--- src/rtl/fwd_pkg.sv ---
package fwd_pkg;
    typedef enum logic [1:0] {
        SEL_RF = 2'b00,
        SEL_WB = 2'b01,
        SEL_XM = 2'b10
    } fwd_sel_e;
endpackage

--- src/rtl/gpr_bank.sv ---
module gpr_bank #(
    parameter int XLEN  = 32,
    parameter int NREGS = 32,
    parameter int NRD   = 2,
    localparam int AW   = $clog2(NREGS)
) (
    input  logic                      clk,
    input  logic                      rst_n,
    input  logic                      wr_en,
    input  logic [AW-1:0]             wr_idx,
    input  logic [XLEN-1:0]           wr_data,
    input  logic [NRD-1:0][AW-1:0]    rd_idx,
    output logic [NRD-1:0][XLEN-1:0]  rd_data
);
    logic [NREGS-1:0][XLEN-1:0] mem_d, mem_q;
    logic                       wr_ok;

    assign wr_ok = wr_en && (wr_idx != '0);

    always_comb begin
        mem_d = mem_q;
        if (wr_ok) mem_d[wr_idx] = wr_data;
    end

    always_ff @(posedge clk or negedge rst_n) begin
        if (!rst_n) mem_q <= '0;
        else        mem_q <= mem_d;
    end

    // write-first: a write in this cycle is visible to this cycle's read
    for (genvar p = 0; p < NRD; p++) begin : g_rd
        always_comb begin
            if (rd_idx[p] == '0)
                rd_data[p] = '0;
            else if (wr_ok && (wr_idx == rd_idx[p]))
                rd_data[p] = wr_data;
            else
                rd_data[p] = mem_q[rd_idx[p]];
        end
    end
endmodule

--- src/rtl/operand_bypass.sv ---
module operand_bypass
    import fwd_pkg::*;
#(
    parameter int XLEN = 32,
    parameter int AW   = 5
) (
    input  logic [AW-1:0]   src,
    input  logic [XLEN-1:0] rf_val,
    input  logic            xm_we,
    input  logic [AW-1:0]   xm_rd,
    input  logic [XLEN-1:0] xm_val,
    input  logic            wb_we,
    input  logic [AW-1:0]   wb_rd,
    input  logic [XLEN-1:0] wb_val,
    output logic [XLEN-1:0] opnd,
    output fwd_sel_e        sel
);
    logic xm_hit, wb_hit;

    assign xm_hit = xm_we && (xm_rd != '0) && (xm_rd == src);
    assign wb_hit = wb_we && (wb_rd != '0) && (wb_rd == src);

    always_comb begin
        if (xm_hit)      sel = SEL_XM;
        else if (wb_hit) sel = SEL_WB;
        else             sel = SEL_RF;
    end

    always_comb begin
        unique case (sel)
            SEL_XM:  opnd = xm_val;
            SEL_WB:  opnd = wb_val;
            default: opnd = rf_val;
        endcase
    end
endmodule

--- src/rtl/exec_operand_fwd.sv ---
module exec_operand_fwd
    import fwd_pkg::*;
#(
    parameter int XLEN  = 32,
    parameter int NREGS = 32,
    localparam int AW   = $clog2(NREGS)
) (
    input  logic            clk,
    input  logic            rst_n,
    input  logic [AW-1:0]   dec_src_a,
    input  logic [AW-1:0]   dec_src_b,
    input  logic            xm_wr_en,
    input  logic [AW-1:0]   xm_dst,
    input  logic [XLEN-1:0] xm_result,
    input  logic            wb_wr_en,
    input  logic [AW-1:0]   wb_dst,
    input  logic [XLEN-1:0] wb_result,
    output logic [XLEN-1:0] ex_opnd_a,
    output logic [XLEN-1:0] ex_opnd_b,
    output logic [1:0]      ex_sel_a,
    output logic [1:0]      ex_sel_b
);
    localparam int NOP = 2;

    typedef struct packed {
        logic [NOP-1:0][AW-1:0]   src;
        logic [NOP-1:0][XLEN-1:0] val;
    } idex_t;

    idex_t                    idex_d, idex_q;
    logic [NOP-1:0][AW-1:0]   dec_src;
    logic [NOP-1:0][XLEN-1:0] dec_val;
    logic [NOP-1:0][XLEN-1:0] opnd;
    fwd_sel_e                 sel [NOP];

    assign dec_src[0] = dec_src_a;
    assign dec_src[1] = dec_src_b;

    gpr_bank #(.XLEN(XLEN), .NREGS(NREGS), .NRD(NOP)) u_rf (
        .clk     (clk),
        .rst_n   (rst_n),
        .wr_en   (wb_wr_en),
        .wr_idx  (wb_dst),
        .wr_data (wb_result),
        .rd_idx  (dec_src),
        .rd_data (dec_val)
    );

    always_comb begin
        idex_d.src = dec_src;
        idex_d.val = dec_val;
    end

    always_ff @(posedge clk or negedge rst_n) begin
        if (!rst_n) idex_q <= '0;
        else        idex_q <= idex_d;
    end

    for (genvar i = 0; i < NOP; i++) begin : g_op
        operand_bypass #(.XLEN(XLEN), .AW(AW)) u_byp (
            .src    (idex_q.src[i]),
            .rf_val (idex_q.val[i]),
            .xm_we  (xm_wr_en),
            .xm_rd  (xm_dst),
            .xm_val (xm_result),
            .wb_we  (wb_wr_en),
            .wb_rd  (wb_dst),
            .wb_val (wb_result),
            .opnd   (opnd[i]),
            .sel    (sel[i])
        );
    end

    logic [AW-1:0]   ex_src_a, ex_src_b;
    logic [XLEN-1:0] ex_rf_a, ex_rf_b;

    assign ex_src_a  = idex_q.src[0];
    assign ex_src_b  = idex_q.src[1];
    assign ex_rf_a   = idex_q.val[0];
    assign ex_rf_b   = idex_q.val[1];
    assign ex_opnd_a = opnd[0];
    assign ex_opnd_b = opnd[1];
    assign ex_sel_a  = sel[0];
    assign ex_sel_b  = sel[1];
endmodule

--- config.mk ---
export PLATFORM = sky130hd
export DESIGN_NAME = exec_operand_fwd
export DESIGN_NICKNAME = d
export VERILOG_FILES = /design/src/rtl/fwd_pkg.sv /design/src/rtl/gpr_bank.sv /design/src/rtl/operand_bypass.sv /design/src/rtl/exec_operand_fwd.sv
export SDC_FILE = /design/constraint.sdc
export NUM_CORES = 2
export LEC_CHECK = 0
export BUFFER_PORTS_ARGS = -buffer_cell sky130_fd_sc_hd__buf_2
export CAP_MARGIN = 20
export CORE_MARGIN = 1.5
export CORE_UTILIZATION = 30
export CTS_BUF_LIST = sky130_fd_sc_hd__clkbuf_2
export CTS_CLUSTER_DIAMETER = 100
export DETAILED_ROUTE_END_ITERATION = 8
export PLACE_DENSITY = 0.49
export SLEW_MARGIN = 30
export SYNTH_ARGS = -nofsm -noshare
export SYNTH_HDL_FRONTEND = slang
export SYNTH_SLANG_ARGS = --single-unit
--- constraint.sdc ---
create_clock -name clk -period 2.2 [get_ports clk]
set_clock_uncertainty 0.15 [all_clocks]
set_input_delay 0.33 -clock clk [delete_from_list [all_inputs] [get_ports clk]]
set_output_delay 0.33 -clock clk [all_outputs]
set_load 0.01 [all_outputs]
==> results_dict.tcl <==
set metrics [dict create \
    status "complete, but fails checks" \
    violations "setup timing" \
    ir_drop_uv 515 \
    utilization 0.381 \
    drive_gt1_frac 0.556 \
    grt_max_degree 100 \
    nets 5208 \
    synth_fp_nets 4286 \
    critical_path_buf_inv_count 6 \
    p_total_mw 55.9 \
    critPathLaunchType "flip-flop" \
    h-tree-depth 5 \
    dr.pass1.iters 7 \
    r2r_start "u_rf.mem_q[805]" \
    setup_ws_ns -2.17 \
    grt_first_pass_wirelength_microns 344000 \
    holdPathStages 5 \
    synth-main-ff-cell "dfrtp_1" \
    clock_power_share 0.270 \
    vias 44300 \
    antenna_found_initial 9 \
    syn_area_sq_um 59100 \
    timing.max_cap.violations 0 \
    clock-sinks 1098 \
    synth.avg_cell_area_sq_um 14.1 \
    ys_seq_elements 1098 \
    fin_crit_sh 1.99 \
    switching_share 0.323 \
    pin_count 156 \
    die_y_microns 447 \
    finalSetupViolCount 90 \
    grt_pass1_vias 45300 \
    rsz0062_at_grt "true" \
    dieArea_sq_um 200000 \
    clock_tree.buffer_depth 4 \
    critical_path_class "flip-flop to primary output" \
    crit_path_max_fanout 5 \
    fp.coreArea_sq_um 195000 \
    holdWs_ns 0.0349 \
    min_to "ex_rf_a[24]" \
    synthToLayoutAreaGrowth_pct 25.9 \
    clkLatencyLatePin_ns 1.88 \
    clk_pin_slew_ns 0.11 \
    hpwl_microns 162000 \
    crit_required_ns 1.72 \
    fmax_mhz 229 \
    power.switching_mw 18.1 \
    final_common_cell "dfrtp_1" \
    synth-edff-count 0 \
    grt_use_total 0.241 \
    instances_no_fill 7961 \
    arrival_ns 3.89 \
    root_buffer "clkbuf_2" \
    ff_latch_area_sq_um 27500 \
    placedCellCount 7193 \
    cts_tree "built" \
    async_flop_share 1.00 \
    hp-class "input pin to flip-flop" \
    p_seq_frac 0.480 \
    worstRegToRegCells 6 \
    slew_violations 0 \
    pwr-share-comb 0.250 \
    ant_nets 0 \
    drc_errors 0 \
    n_fill_cell 18900 \
    die_w_microns 447 \
    routabilityCongestion 0.887 \
    yosysWarnings 0 \
    initial_core_util 0.303 \
    worstReg2RegEnd "ex_rf_a[5]" \
    worst_pin_slew_ns 1.32 \
    power.density_nw_per_um2 751 \
    multi_input_area_sq_um 29900 \
    wl_per_cell_microns 30.7 \
    first_iter_violations 3646 \
    place.port_buffers 155 \
    slowest_delay_ns 0.45 \
    viasPerCell 5.57 \
    critPathTopFamily "buffers and inverters" \
    finalHoldViolations 0 \
    synth_cell_types 64 \
    overflow 0 \
    cp_slowest_cell "dfrtp_2" \
    cts_buffers 322 \
    relSlewSlack 0.120 \
    end_kind "primary output" \
    syn_inst 4198 \
    r2r_slack_ns -0.03 \
    p_leak_nw 33.0 \
    ys_seq_area_frac 0.465 \
    wl_microns 244000 \
    final_cell_mix "dfrtp_1 (1092), mux2_2 (1019), buf_4 (496), clkbuf_2 (468), mux4_2 (391)" \
    hold_start "wb_result[24]" \
    period_minus_slack_ns 4.37 \
    power.internal_mw 37.8 \
    num_rows 162 \
    path_cells "buf_4, xnor2_1, nand3_2, nor4_4, buf_6, buf_12, buf_8, buf_16, nand2_1, o21ai_1, buf_2" \
]
## worst min-delay path: cells and delay by family
| family | cells | cell delay (ns) |
|---|---|---|
| AO/OA/AOI/OAI | 1 | 0.17 |
| buffers and inverters | 3 | 1.29 |
| AND/OR/NAND/NOR | 1 | 0.06 |
## synthesized netlist by cell type, types with 14 or more instances
cell type	count	area, sq um
dfrtp_1	1098	27500
a221o_1	49	490
clkbuf_1	211	792
nand2_1	116	435
xnor2_1	22	193
a21oi_1	43	215
a221oi_1	58	508
a22oi_1	19	143
mux2_2	1019	11500
o21ai_0	74	370
mux2i_1	301	3010
nor3_1	43	215
nor3b_1	14	105
nor2_1	86	323
buf_6	49	552
nand2b_1	18	113
nor2b_1	18	113
buf_2	95	475
o22ai_1	109	682
nor4_1	21	131
buf_1	52	195
nand3_1	19	95.1
a211oi_1	37	278
buf_4	44	330
o21ai_1	61	305
mux4_2	391	8810
## logic make-up after synthesis
| logic type | synth area share |
|---|---|
| AOI/OAI and AO/OA | 0.0598 |
| xor gates and xnor gates | 0.00444 |
| buffers and inverters | 0.0449 |
| DFF | 0.465 |
| muxes | 0.396 |
| and+or+nand+nor | 0.0304 |
## sequential cells by signal (all words and copies together), names as in the netlist
signal	cells
u_rf.mem_q	1024
ex_rf_a	32
ex_rf_b	32
ex_src_a	5
ex_src_b	5
## timing repair
item / 4_1_cts / 5_1_grt
cloned: 9 / 7
gates resized for setup: 101 / 100
pin swaps: 33 / 16
endpoints found under the setup margin: 80 / 263
buffers inserted: 22 / 4
hold endpoints to repair: 2164 / 723
hold buffers: 185 / 19
## power by group through the flow
stage               combinational [mW]  clock [mW]  sequential [mW]
floorplan                         8.92           0             26.0
global placement                  13.0           0             26.9
detailed placement                13.2           0             27.1
CTS                               13.9        15.6             26.7
global route                      14.9        16.7             27.2
finish                            14.0        15.1             26.8
## final cells by class
cell class,count,area share
Multi-Input combinational cell,2626,0.401
Sequential cell,1098,0.369
Timing Repair Buffer,1066,0.150
Tap cell,2624,0.0441
Clock buffer,466,0.0313
Clock inverter,60,0.00383
Antenna cell,15,0.000504
Inverter,6,0.000303
## worst max path at each step
stage / start / endpoint / slack, ns / cells after the start
floorplan: wb_dst[1] / ex_opnd_a[11] / -0.04 / 8
global placement: ex_src_b[4] / ex_opnd_b[11] / -1.05 / 7
detailed placement: dec_src_a[0] / ex_rf_a[5] / -0.99 / 9
CTS: ex_src_b[0] / ex_opnd_b[24] / -2.31 / 9
global route: ex_src_a[0] / ex_opnd_a[6] / -2.38 / 11
finish: ex_src_a[4] / ex_opnd_a[11] / -2.17 / 11
## through the flow
| stage | TNS, ns | setup WS [ns] | cell area [sq um] |
|---|---|---|---|
| 4_1_cts | -171.14 | -2.31 | 73900 |
| 3_3_place_gp | -183.98 | -1.05 | 68300 |
| 6_report | -144.81 | -2.17 | 74400 |
| 2_1_floorplan | -1.65 | -0.0429 | 59100 |
| 3_5_place_dp | -171.04 | -0.995 | 68300 |
| 5_1_grt | -158.28 | -2.38 | 74400 |
## per-layer routing
layer	vias to the layer above	wire (microns)	part of all wire	global-route usage
met5	-	0	0	0
met4	0	11200	0.046	0.100
met3	471	15400	0.063	0.0446
met2	1789	116000	0.47	0.388
met1	23900	102000	0.42	0.319
li1	18200	-	-	-
Note: power is estimated with default switching activity, not from simulation.
